`src/rtl/atune_pkg.sv`:
```
package atune_pkg;
  typedef enum logic [2:0] {
    S_IDLE, S_SHIFT, S_SETTLE, S_EVAL, S_PAUSE, S_DONE, S_FAIL
  } fsm_e;

  typedef enum logic [2:0] {
    CODE_IDLE = 3'd0,
    CODE_BUSY = 3'd1,
    CODE_LOW  = 3'd2,
    CODE_HIGH = 3'd3,
    CODE_FAIL = 3'd4,
    CODE_DONE = 3'd5
  } code_e;

  typedef enum logic {AX_IND = 1'b0, AX_CAP = 1'b1} axis_e;
endpackage

```
`src/rtl/atune_step.sv`:
```
// One-count move of a relay field, with end-of-range detection.
module atune_step #(
  parameter int W = 15
) (
  input  logic [W-1:0] val_i,
  input  logic         dir_up_i,
  output logic [W-1:0] nxt_o,
  output logic         at_end_o
);
  always_comb begin
    if (dir_up_i) begin
      nxt_o    = val_i + W'(1);
      at_end_o = &val_i;
    end else begin
      nxt_o    = val_i - W'(1);
      at_end_o = ~|val_i;
    end
  end
endmodule

```
`src/rtl/atune_ser.sv`:
```
// Frame shifter: MSB first, two clocks per bit, latch one clock after the last bit.
module atune_ser #(
  parameter int FRAME_W = 32
) (
  input  logic               clk,
  input  logic               rst_n,
  input  logic               go_i,
  input  logic [FRAME_W-1:0] frame_i,
  output logic               sdat_o,
  output logic               sclk_o,
  output logic               latch_o,
  output logic               oe_o,
  output logic               busy_o
);
  localparam int CW = $clog2(2 * FRAME_W + 1);
  localparam logic [CW-1:0] LAST = CW'(2 * FRAME_W);

  logic               busy_q, busy_d;
  logic               oe_q, oe_d;
  logic [CW-1:0]      cnt_q, cnt_d;
  logic [FRAME_W-1:0] sr_q, sr_d;

  always_comb begin
    busy_d = busy_q;
    oe_d   = oe_q;
    cnt_d  = cnt_q;
    sr_d   = sr_q;
    if (go_i && !busy_q) begin
      busy_d = 1'b1;
      cnt_d  = '0;
      sr_d   = frame_i;
    end else if (busy_q) begin
      if (cnt_q == LAST) begin
        busy_d = 1'b0;
        oe_d   = 1'b1;
      end else begin
        cnt_d = cnt_q + CW'(1);
        if (cnt_q[0]) sr_d = {sr_q[FRAME_W-2:0], 1'b0};
      end
    end
  end

  always_ff @(posedge clk or negedge rst_n) begin
    if (!rst_n) begin
      busy_q <= 1'b0;
      oe_q   <= 1'b0;
      cnt_q  <= '0;
      sr_q   <= '0;
    end else begin
      busy_q <= busy_d;
      oe_q   <= oe_d;
      cnt_q  <= cnt_d;
      sr_q   <= sr_d;
    end
  end

  assign sdat_o  = busy_q & sr_q[FRAME_W-1];
  assign sclk_o  = busy_q & cnt_q[0];
  assign latch_o = busy_q & (cnt_q == LAST);
  assign oe_o    = oe_q;
  assign busy_o  = busy_q;

  // the latch strobe follows directly on the last shift clock
  p_latch_after_clk_r2: assert property (@(posedge clk) disable iff (!rst_n)
    latch_o |-> $past(sclk_o));
  // once enabled, the drivers stay enabled
  p_oe_sticky_r2: assert property (@(posedge clk) disable iff (!rst_n)
    $past(oe_o) |-> oe_o);
endmodule

```
`src/rtl/atune_ctrl.sv`:
```
module atune_ctrl
  import atune_pkg::*;
#(
  parameter int L_W        = 15,
  parameter int C_W        = 15,
  parameter int SETTLE_CYC = 8,
  parameter int STEP_MAX   = 64
) (
  input  logic               clk,
  input  logic               rst_n,
  input  logic               start_i,
  input  logic [L_W+C_W-1:0] preset_i,
  input  logic               imp_low_i,
  input  logic               cur_lead_i,
  input  logic               swr_ok_i,
  input  logic               drv_low_i,
  input  logic               drv_high_i,
  input  logic               ser_latch_i,
  output logic               ser_go_o,
  output logic [L_W+C_W-1:0] relay_nxt_o,
  output logic [L_W+C_W-1:0] relay_o,
  output logic               tx_req_o,
  output logic [2:0]         status_o,
  output logic               store_o
);
  localparam int R_W = L_W + C_W;
  localparam int SW  = $clog2(STEP_MAX + 1);
  localparam int TW  = (SETTLE_CYC > 1) ? $clog2(SETTLE_CYC) : 1;
  localparam logic [TW-1:0] SETTLE_LD = TW'(SETTLE_CYC - 1);
  localparam logic [SW-1:0] STEP_LIM  = SW'(STEP_MAX);

  fsm_e           st_q, st_d;
  axis_e          axis_q, axis_d;
  logic [R_W-1:0] relay_q, relay_d;
  logic [SW-1:0]  steps_q, steps_d;
  logic [TW-1:0]  settle_q, settle_d;
  logic           first_q, first_d;
  logic           ref_mag_q, ref_mag_d, ref_lead_q, ref_lead_d;
  logic           hi_q, hi_d;
  logic           store_q, store_d;

  logic [L_W-1:0] ind_nxt;
  logic [C_W-1:0] cap_nxt;
  logic           ind_end, cap_end, drive_bad, flipped;

  atune_step #(.W(L_W)) u_ind (
    .val_i(relay_q[R_W-1:C_W]), .dir_up_i(~imp_low_i),
    .nxt_o(ind_nxt), .at_end_o(ind_end));

  atune_step #(.W(C_W)) u_cap (
    .val_i(relay_q[C_W-1:0]), .dir_up_i(~cur_lead_i),
    .nxt_o(cap_nxt), .at_end_o(cap_end));

  assign drive_bad = drv_low_i | drv_high_i;
  assign flipped   = !first_q && (imp_low_i != ref_mag_q) && (cur_lead_i != ref_lead_q);

  always_comb begin
    st_d       = st_q;
    axis_d     = axis_q;
    relay_d    = relay_q;
    steps_d    = steps_q;
    settle_d   = settle_q;
    first_d    = first_q;
    ref_mag_d  = ref_mag_q;
    ref_lead_d = ref_lead_q;
    hi_d       = hi_q;
    store_d    = 1'b0;
    ser_go_o   = 1'b0;
    unique case (st_q)
      S_IDLE, S_DONE, S_FAIL: begin
        if (start_i) begin
          relay_d  = preset_i;
          axis_d   = AX_IND;
          steps_d  = '0;
          first_d  = 1'b1;
          ser_go_o = 1'b1;
          st_d     = S_SHIFT;
        end
      end
      S_SHIFT: begin
        if (ser_latch_i) begin
          settle_d = SETTLE_LD;
          st_d     = S_SETTLE;
        end
      end
      S_SETTLE: begin
        if (settle_q == '0) st_d = S_EVAL;
        else settle_d = settle_q - TW'(1);
      end
      S_EVAL: begin
        if (drive_bad) begin
          hi_d = !drv_low_i;
          st_d = S_PAUSE;
        end else if (swr_ok_i) begin
          store_d = 1'b1;
          st_d    = S_DONE;
        end else if (flipped || steps_q == STEP_LIM) begin
          st_d = S_FAIL;
        end else if ((axis_q == AX_IND) ? ind_end : cap_end) begin
          st_d = S_FAIL;
        end else begin
          if (first_q) begin
            ref_mag_d  = imp_low_i;
            ref_lead_d = cur_lead_i;
            first_d    = 1'b0;
          end
          if (axis_q == AX_IND) begin
            relay_d[R_W-1:C_W] = ind_nxt;
            axis_d             = AX_CAP;
          end else begin
            relay_d[C_W-1:0] = cap_nxt;
            axis_d           = AX_IND;
          end
          steps_d  = steps_q + SW'(1);
          ser_go_o = 1'b1;
          st_d     = S_SHIFT;
        end
      end
      S_PAUSE: begin
        if (!drive_bad) begin
          settle_d = SETTLE_LD;
          st_d     = S_SETTLE;
        end else begin
          hi_d = !drv_low_i;
        end
      end
      default: st_d = S_IDLE;
    endcase
  end

  always_ff @(posedge clk or negedge rst_n) begin
    if (!rst_n) begin
      st_q       <= S_IDLE;
      axis_q     <= AX_IND;
      relay_q    <= '0;
      steps_q    <= '0;
      settle_q   <= '0;
      first_q    <= 1'b1;
      ref_mag_q  <= 1'b0;
      ref_lead_q <= 1'b0;
      hi_q       <= 1'b0;
      store_q    <= 1'b0;
    end else begin
      st_q       <= st_d;
      axis_q     <= axis_d;
      relay_q    <= relay_d;
      steps_q    <= steps_d;
      settle_q   <= settle_d;
      first_q    <= first_d;
      ref_mag_q  <= ref_mag_d;
      ref_lead_q <= ref_lead_d;
      hi_q       <= hi_d;
      store_q    <= store_d;
    end
  end

  always_comb begin
    unique case (st_q)
      S_IDLE:                     status_o = CODE_IDLE;
      S_SHIFT, S_SETTLE, S_EVAL:  status_o = CODE_BUSY;
      S_PAUSE:                    status_o = hi_q ? CODE_HIGH : CODE_LOW;
      S_FAIL:                     status_o = CODE_FAIL;
      S_DONE:                     status_o = CODE_DONE;
      default:                    status_o = CODE_IDLE;
    endcase
  end

  assign tx_req_o    = (st_q == S_SHIFT) || (st_q == S_SETTLE) ||
                       (st_q == S_EVAL)  || (st_q == S_PAUSE);
  assign relay_o     = relay_q;
  assign relay_nxt_o = relay_d;
  assign store_o     = store_q;

  // a search step leaves at least one of the two fields untouched
  p_one_field_r3: assert property (@(posedge clk) disable iff (!rst_n)
    ($past(st_q) == S_EVAL) |->
      (relay_q[R_W-1:C_W] == $past(relay_q[R_W-1:C_W]) ||
       relay_q[C_W-1:0]   == $past(relay_q[C_W-1:0])));
  // the word is frozen while paused
  p_pause_frozen_r4: assert property (@(posedge clk) disable iff (!rst_n)
    (st_q == S_PAUSE && $past(st_q) == S_PAUSE) |-> $stable(relay_q));
  // the store request lasts one clock
  p_store_single_r5: assert property (@(posedge clk) disable iff (!rst_n)
    store_o |=> !store_o);
  // a start request does not disturb an active search
  p_start_ignored_r10: assert property (@(posedge clk) disable iff (!rst_n)
    (st_q == S_SETTLE && start_i) |=> $stable(relay_q));
endmodule

```
`src/rtl/antenna_tune_seq.sv`:
```
module antenna_tune_seq #(
  parameter int L_W        = 15,
  parameter int C_W        = 15,
  parameter int FRAME_W    = 32,
  parameter int SETTLE_CYC = 8,
  parameter int STEP_MAX   = 64
) (
  input  logic                 clk,
  input  logic                 rst_n,
  input  logic                 start_i,
  input  logic [L_W+C_W-1:0]   preset_i,
  input  logic                 imp_low_i,
  input  logic                 cur_lead_i,
  input  logic                 swr_ok_i,
  input  logic                 drive_low_i,
  input  logic                 drive_high_i,
  output logic [L_W+C_W-1:0]   relay_word_o,
  output logic                 ser_data_o,
  output logic                 ser_clk_o,
  output logic                 ser_latch_o,
  output logic                 ser_oe_o,
  output logic                 tx_req_o,
  output logic [2:0]           status_o,
  output logic                 store_o
);
  localparam int R_W = L_W + C_W;
  localparam int PAD = FRAME_W - R_W;

  // asynchronous assertion, synchronous release
  logic [1:0] rst_sync_q;
  logic       rst_int_n;
  always_ff @(posedge clk or negedge rst_n) begin
    if (!rst_n) rst_sync_q <= 2'b00;
    else        rst_sync_q <= {rst_sync_q[0], 1'b1};
  end
  assign rst_int_n = rst_sync_q[1];

  logic               ser_go, ser_latch, ser_busy;
  logic [R_W-1:0]     relay_nxt;
  logic [FRAME_W-1:0] frame;

  assign frame = {{PAD{1'b0}}, relay_nxt};

  atune_ctrl #(
    .L_W(L_W), .C_W(C_W), .SETTLE_CYC(SETTLE_CYC), .STEP_MAX(STEP_MAX)
  ) u_ctrl (
    .clk(clk), .rst_n(rst_int_n), .start_i(start_i), .preset_i(preset_i),
    .imp_low_i(imp_low_i), .cur_lead_i(cur_lead_i), .swr_ok_i(swr_ok_i),
    .drv_low_i(drive_low_i), .drv_high_i(drive_high_i),
    .ser_latch_i(ser_latch), .ser_go_o(ser_go), .relay_nxt_o(relay_nxt),
    .relay_o(relay_word_o), .tx_req_o(tx_req_o), .status_o(status_o),
    .store_o(store_o));

  atune_ser #(.FRAME_W(FRAME_W)) u_ser (
    .clk(clk), .rst_n(rst_int_n), .go_i(ser_go), .frame_i(frame),
    .sdat_o(ser_data_o), .sclk_o(ser_clk_o), .latch_o(ser_latch),
    .oe_o(ser_oe_o), .busy_o(ser_busy));

  assign ser_latch_o = ser_latch;

  // every frame goes out while the transmit request is held
  p_tx_during_frame_r1: assert property (@(posedge clk) disable iff (!rst_int_n)
    ser_busy |-> tx_req_o);
  // the store request is only raised when the search has ended
  p_store_idle_tx_r5: assert property (@(posedge clk) disable iff (!rst_int_n)
    store_o |-> !tx_req_o);
endmodule

```
`config.mk`:
```
export PLATFORM = sky130hd
export DESIGN_NAME = antenna_tune_seq
export DESIGN_NICKNAME = d
export VERILOG_FILES = /design/src/rtl/atune_pkg.sv /design/src/rtl/atune_step.sv /design/src/rtl/atune_ser.sv /design/src/rtl/atune_ctrl.sv /design/src/rtl/antenna_tune_seq.sv
export SDC_FILE = /design/constraint.sdc
export NUM_CORES = 1
export LEC_CHECK = 0
export BUFFER_PORTS_ARGS = -buffer_cell sky130_fd_sc_hd__buf_2
export CAP_MARGIN = 20
export CORE_ASPECT_RATIO = 0.8
export CORE_MARGIN = 4
export CORE_UTILIZATION = 56
export DETAILED_ROUTE_END_ITERATION = 8
export PLACE_DENSITY = 0.87
export SETUP_SLACK_MARGIN = 0.5
export SYNTH_ARGS = -nofsm -noshare
export SYNTH_HDL_FRONTEND = slang
export SYNTH_SLANG_ARGS = --single-unit
```
`constraint.sdc`:
```
create_clock -name clk -period 4.65 [get_ports clk]
set_input_delay 0 -clock clk [delete_from_list [all_inputs] [get_ports clk]]
set_output_delay 0 -clock clk [all_outputs]
set_load 0.05 [all_outputs]
```
==> results of run 1 <==
[how the worst max path moves through the flow]
stage / start / to / slack [ns]
after floorplan: rst_sync_q[1]$_DFF_PN0_ / u_ctrl.axis_q$_DFFE_PN0P_ / 1.90
after global placement: u_ctrl.st_q[2]$_DFFE_PN0P_ / u_ser.sr_q[13]$_DFFE_PN0P_ / 1.46
after detailed placement: u_ctrl.st_q[2]$_DFFE_PN0P_ / u_ser.sr_q[13]$_DFFE_PN0P_ / 1.30
after CTS: u_ctrl.st_q[2]$_DFFE_PN0P_ / u_ser.sr_q[13]$_DFFE_PN0P_ / 1.27
after global routing: u_ctrl.st_q[0]$_DFFE_PN0P_ / u_ser.sr_q[14]$_DFFE_PN0P_ / 1.01
final: u_ctrl.st_q[0]$_DFFE_PN0P_ / u_ser.sr_q[14]$_DFFE_PN0P_ / 1.24
[report_power, final]
group,internal (mW),switching [mW]
combinational,0.863,1.73
clock,0.368,0.332
sequential,0.965,0.331
total,2.20,2.39
[cell families (layout without fill, tap and decap cells)]
logic type | count (synthesis) | after routing | share of synthesized area
fa+ha+maj | 34 | 34 | 0.0700
flops | 92 | 92 | 0.366
simple gates | 263 | 263 | 0.207
mux | 22 | 22 | 0.0360
xor+xnor | 31 | 31 | 0.0432
other cells | 1 | 1 | 0.000596
compound gates | 219 | 219 | 0.236
buf+inv | 57 | 145 | 0.0406
[per-stage QoR]
| step | util | cell area, µm² | setup slack [ns] | hold WS (ns) | power (mW) |
|---|---|---|---|---|---|
| after floorplan | - | 6290 | 1.90 | -0.296 | 3.11 |
| after global placement | 0.618 | 6760 | 1.46 | -0.213 | 3.70 |
| after detailed placement | 0.618 | 6760 | 1.30 | -0.206 | 3.78 |
| after CTS | 0.663 | 7250 | 1.27 | 0.0000279 | 4.51 |
| after global routing | 0.664 | 7260 | 1.01 | 0.0358 | 4.85 |
| final | 0.664 | 7260 | 1.24 | 0.0200 | 4.59 |
[Yosys cell counts, types with 4 or more instances]
cell type	number	share of area
dfrtp_1	91	0.36
nand2_1	84	0.050
nor2_1	54	0.032
a21oi_1	51	0.041
o21ai_0	46	0.037
ha_1	32	0.064
and3_1	24	0.024
inv_1	21	0.013
xnor2_1	19	0.026
mux2i_1	17	0.027
a221o_1	16	0.025
nor3_1	16	0.013
buf_2	15	0.012
clkbuf_1	15	0.0090
a21o_1	14	0.017
nand2b_1	13	0.013
nand4_1	12	0.012
nor4_1	12	0.012
xor2_1	12	0.017
a22oi_1	11	0.013
o21a_1	10	0.012
o31ai_1	10	0.012
nand3_1	9	0.0072
nor2b_1	9	0.0090
a31oi_1	8	0.0080
or3_1	8	0.0080
and2_1	5	0.0050
o211ai_1	5	0.0060
and4_1	4	0.0056
mux2_2	4	0.0072
o21ai_1	4	0.0032
[critical path: stages (launching register included)]
cell	delay, ns
dfrtp_1	0.93
clkinv_1	0.54
nor2_2	0.59
a311o_1	0.58
buf_4	0.31
nor3_1	0.06
mux2i_1	0.15
o211ai_1	0.10
[sequential cells by signal, summed over array words and instances, names as in the netlist, 2 cells and up]
register	cells
u_ctrl.steps_q	7
u_ctrl.st_q	3
u_ctrl.settle_q	3
u_ctrl.relay_o	30
u_ser.cnt_q	7
rst_sync_q	2
u_ser.sr_q	32
[layer usage]
layer  track usage  up-vias
met5             0        -
li1              -     2820
met3        0.0865       38
met1         0.411     2983
met2         0.454      360
met4        0.0866        0
[layout make-up]
cell class,count,area [µm²]
Inverter,22,82.6
Timing Repair Buffer,107,669
Clock inverter,6,47.5
Multi-Input combinational cell,570,3740
Clock buffer,10,229
Fill cell,884,3670
Tap cell,144,180
Sequential cell,92,2310
==> flow_summary.json, run 1 <==
{
  "status": "complete, no violations",
  "synthArstFlopShare": 1.00,
  "power_density_nw_per_um2": 632,
  "cts_setup_buffers": 0,
  "grt_util_all_layers": 0.296,
  "grt_overflow": 0,
  "grt_max_degree": 59,
  "areaGrowthSynthToFinish_pct": 15.4,
  "drtPass1Iterations": 6,
  "die-area_um2": 13000,
  "dp.cells": 913,
  "clockRootBuffer": "clkbuf_16",
  "mostFrequentLayoutCells": "dfrtp_1 (90), nand2_1 (84), buf_2 (76)",
  "reg2reg_slack_ns": 1.24,
  "drive_gt1_frac": 0.150,
  "wl_mm": 18.9,
  "first_global_vias": 5933,
  "ys_seq_area_frac": 0.366,
  "finalSetupTns_ns": 0,
  "num_antenna_cells": 0,
  "rr_endpoint": "u_ser.sr_q[14]$_DFFE_PN0P_",
  "hold_viol_final": 0,
  "yosysWarnings": 0,
  "core_um2": 10900,
  "max_slew_margin": 0.371,
  "cp-end-kind": "register",
  "instances_no_fill": 951,
  "numCtsBuffers": 9,
  "syn_area_um2": 6290,
  "synth.distinct_cells": 75,
  "antenna_found_initial": 0,
  "yosys_most_used_dff": "dfrtp_1",
  "cts_sinks": 92,
  "syn_nets": 791,
  "via_per_inst": 6.52,
  "top_layer": "met4",
  "antenna_left": 0,
  "vias": 6201,
  "wire_per_inst_um": 19.9,
  "drc": 0,
  "period_needed_ns": 3.41,
  "path_clk_slew_ns": 0.07,
  "min_path_cells": 3,
  "required_ns": 4.87,
  "hold_class": "input pin to register",
  "numPortBuffers": 76,
  "cts_tree": "yes",
  "initial_core_util": 0.575,
  "p_leak_nw": 3.37,
  "finalSetupViolCount": 0,
  "synth-seq-cells": 92,
  "fmax_ghz": 0.293,
  "htreeDepth": 3,
  "vdd_drop_max_uv": 561,
  "synth-edff-count": 0,
  "skew_ns": 0.0104,
  "cp_max_fo": 29,
  "synthCells": 719,
  "cts_resized": 0,
  "worst_pin_slew_ns": 0.941,
  "met3_length_mm": 2.32,
  "whs_endpoint": "u_ctrl.relay_o[5]$_DFF_PN0_",
  "wl_met2_mm": 8.24,
  "rsz0062_at_grt": "no",
  "die_w_um": 126,
  "gp_congestion": 0.947,
  "layout_commonest_cell": "dfrtp_1",
  "r2r-start": "u_ctrl.st_q[0]$_DFFE_PN0P_",
  "worstSkewPairLatency_ns": 0.35,
  "drt_iter0_markers": 836,
  "hpwl_mm": 13.6,
  "fp.dieH_um": 103,
  "r2r_cells": 7,
  "fin_crit_sh": 0.733,
  "syn_area_per_cell_um2": 8.75,
  "rows": 34,
  "wl_met1_mm": 7.94,
  "crit_arrival_ns": 3.63,
  "finalNetCount": 874,
  "min_from": "preset_i[5]",
  "maxSlewViolCount": 0,
  "worstSetupPathType": "register to register",
  "grt_pass1_wl_mm": 30.3,
  "cp-start-kind": "register",
  "cts_buffer_depth": 2,
  "io_pins": 77,
  "drv_cap": 0,
  "cts-hold-fix-buffers": 21
}
No activity file was read; power rests on OpenSTA's default activity.
==> run 2: changes to the inputs <==
- clock period: 4.65 -> 3.3 ns (I/O delays scaled with it)
==> run 2 against run 1 <==
Net effect:
- maximum frequency increased by 24%
- power rose by 46%
- combinational power grew 48%
- sequential share of layout area shrank 0.64 points
- clock power increased by 57%
- die area stayed put
- critical endpoint is now u_ser.sr_q[13]$_DFFE_PN0P_
- largest cell class unchanged
- largest power group unchanged
==> flow_summary.json, run 2 (synthesis gave the netlist of run 1 again) <==
{
  "cts_buffer_depth": 2,
  "fin_area_um2": 7430,
  "finalSetupTns_ns": 0,
  "gp_congestion": 0.983,
  "worstSetupPathType": "register to register",
  "crit_arrival_ns": 2.97,
  "status": "complete, no violations",
  "regMostFlops": "u_ser.sr_q",
  "antenna_found_initial": 0,
  "place_area_um2": 6840,
  "vias": 6277,
  "cp-start-kind": "register",
  "areaGrowthSynthToFinish_pct": 18.1,
  "worst_pin_slew_ns": 0.989,
  "crit_slowest_cell": "dfrtp_2",
  "numCtsBuffers": 9,
  "met2_usage": 0.451,
  "p_leak_nw": 3.45,
  "fin_util": 0.680,
  "cp-end-kind": "register",
  "clockRootBuffer": "clkbuf_16",
  "cp_max_fo": 22,
  "grt_overflow": 0,
  "period_needed_ns": 2.75,
  "die-area_um2": 13000,
  "hold_viol_final": 0,
  "grt_max_degree": 74,
  "mostFrequentLayoutCells": "dfrtp_1 (85), nand2_1 (82), buf_2 (76)",
  "htreeDepth": 3,
  "grt_pass1_wl_mm": 30.4,
  "layout_commonest_cell": "dfrtp_1",
  "via_per_inst": 6.52,
  "largest_reg_flops": 32,
  "hold_class": "input pin to register",
  "power_density_nw_per_um2": 903,
  "skew_ns": 0.00788,
  "worstSkewPairLatency_ns": 0.35,
  "max_stage_delay_ns": 0.51,
  "fp.dieH_um": 103,
  "rows": 34,
  "cts_sinks": 92,
  "rsz0062_at_grt": "yes",
  "top_usage_layer": "met2",
  "wl_mm": 19.0,
  "cpMostUsedCell": "a21oi_1",
  "grt_use_met3": 0.0689,
  "max_slew_margin": 0.341,
  "first_global_vias": 5919,
  "antenna_left": 0,
  "path_clk_slew_ns": 0.07,
  "finalSetupViolCount": 0,
  "fin_crit_sh": 0.833,
  "critPathBufInv": 1,
  "io_pins": 77,
  "required_ns": 3.52,
  "fmax_ghz": 0.364,
  "grt_util_all_layers": 0.294,
  "vdd_drop_max_uv": 818,
  "drtPass1Iterations": 6,
  "fin_hold_ws_ns": 0.0270,
  "maxSlewViolCount": 0,
  "wire_per_inst_um": 19.8,
  "die_w_um": 126,
  "drc": 0,
  "critPathTopFamily": "compound AO/OA/AOI/OAI gates",
  "crit_chain": "nor2b_2, nor2_4, nand2_1, o21a_1, a311oi_4, buf_4, a21oi_1, a21oi_1, o31ai_1",
  "initial_core_util": 0.575,
  "num_antenna_cells": 0,
  "hpwl_mm": 13.4,
  "drive_gt1_frac": 0.187,
  "met1_usage": 0.413,
  "drv_cap": 0,
  "finalNetCount": 885,
  "core_um2": 10900,
  "cts_tree": "yes",
  "numPortBuffers": 76,
  "power.total_mw": 6.71,
  "drt_iter0_markers": 804
}
==> run 2: final timing paths <==
check                                           startpoint                           to  slack, ns  cells after the start
max in group asynchronous          rst_sync_q[1]$_DFF_PN0_   u_ctrl.first_q$_DFFE_PN1P_       1.99                      1
worst max register to register  u_ctrl.st_q[1]$_DFFE_PN0P_   u_ser.sr_q[13]$_DFFE_PN0P_       0.55                      9
worst min register to register     rst_sync_q[0]$_DFF_PN0_      rst_sync_q[1]$_DFF_PN0_       0.35                      0
worst max-delay path            u_ctrl.st_q[1]$_DFFE_PN0P_   u_ser.sr_q[13]$_DFFE_PN0P_       0.55                      9
worst min-delay path                           preset_i[6]  u_ctrl.relay_o[6]$_DFF_PN0_       0.03                      3
min in group asynchronous          rst_sync_q[1]$_DFF_PN0_  u_ctrl.relay_o[8]$_DFF_PN0_       0.49                      0
==> run 2: report_power, final <==
| part | total (mW) | switching (mW) | internal, mW |
|---|---|---|---|
| clock | 1.10 | 0.466 | 0.630 |
| combinational | 3.83 | 2.54 | 1.30 |
| sequential | 1.78 | 0.413 | 1.37 |
| total | 6.71 | 3.42 | 3.29 |
==> run 2: layer usage <==
metal,wire (µm),share of wire
met1,7930,0.42
met2,8500,0.45
met3,2130,0.11
met4,463,0.024
met5,0,0
==> run 2: through the flow <==
step | setup slack (ns) | instances
finish | 0.552 | 962
global route | 0.467 | 962
CTS | 0.542 | 957
global placement | 0.388 | 923
detailed placement | 0.245 | 923
floorplan | 0.546 | 719
==> run 2: area by class of cell <==
| type | instances | area (µm²) |
|---|---|---|
| inverter | 22 | 82.6 |
| timing repair buffer | 118 | 741 |
| clock inverter | 5 | 60.1 |
| sequential | 92 | 2310 |
| clock buffer | 11 | 253 |
| fill | 817 | 3500 |
| multi-input combinational | 570 | 3800 |
| tap | 144 | 180 |
==> run 2: timing repair <==
item,in CTS,in global routing
hold buffers,18,0
endpoints found under the hold margin,17,0
setup endpoints to repair,31,21
gates resized for setup,3,16
setup buffers,0,5
pin swaps,0,1
==> run 2: worst min-delay path, stage by stage <==
cell     delay, ns
buf_2         0.08
a22oi_1       0.06
o21ai_0       0.17
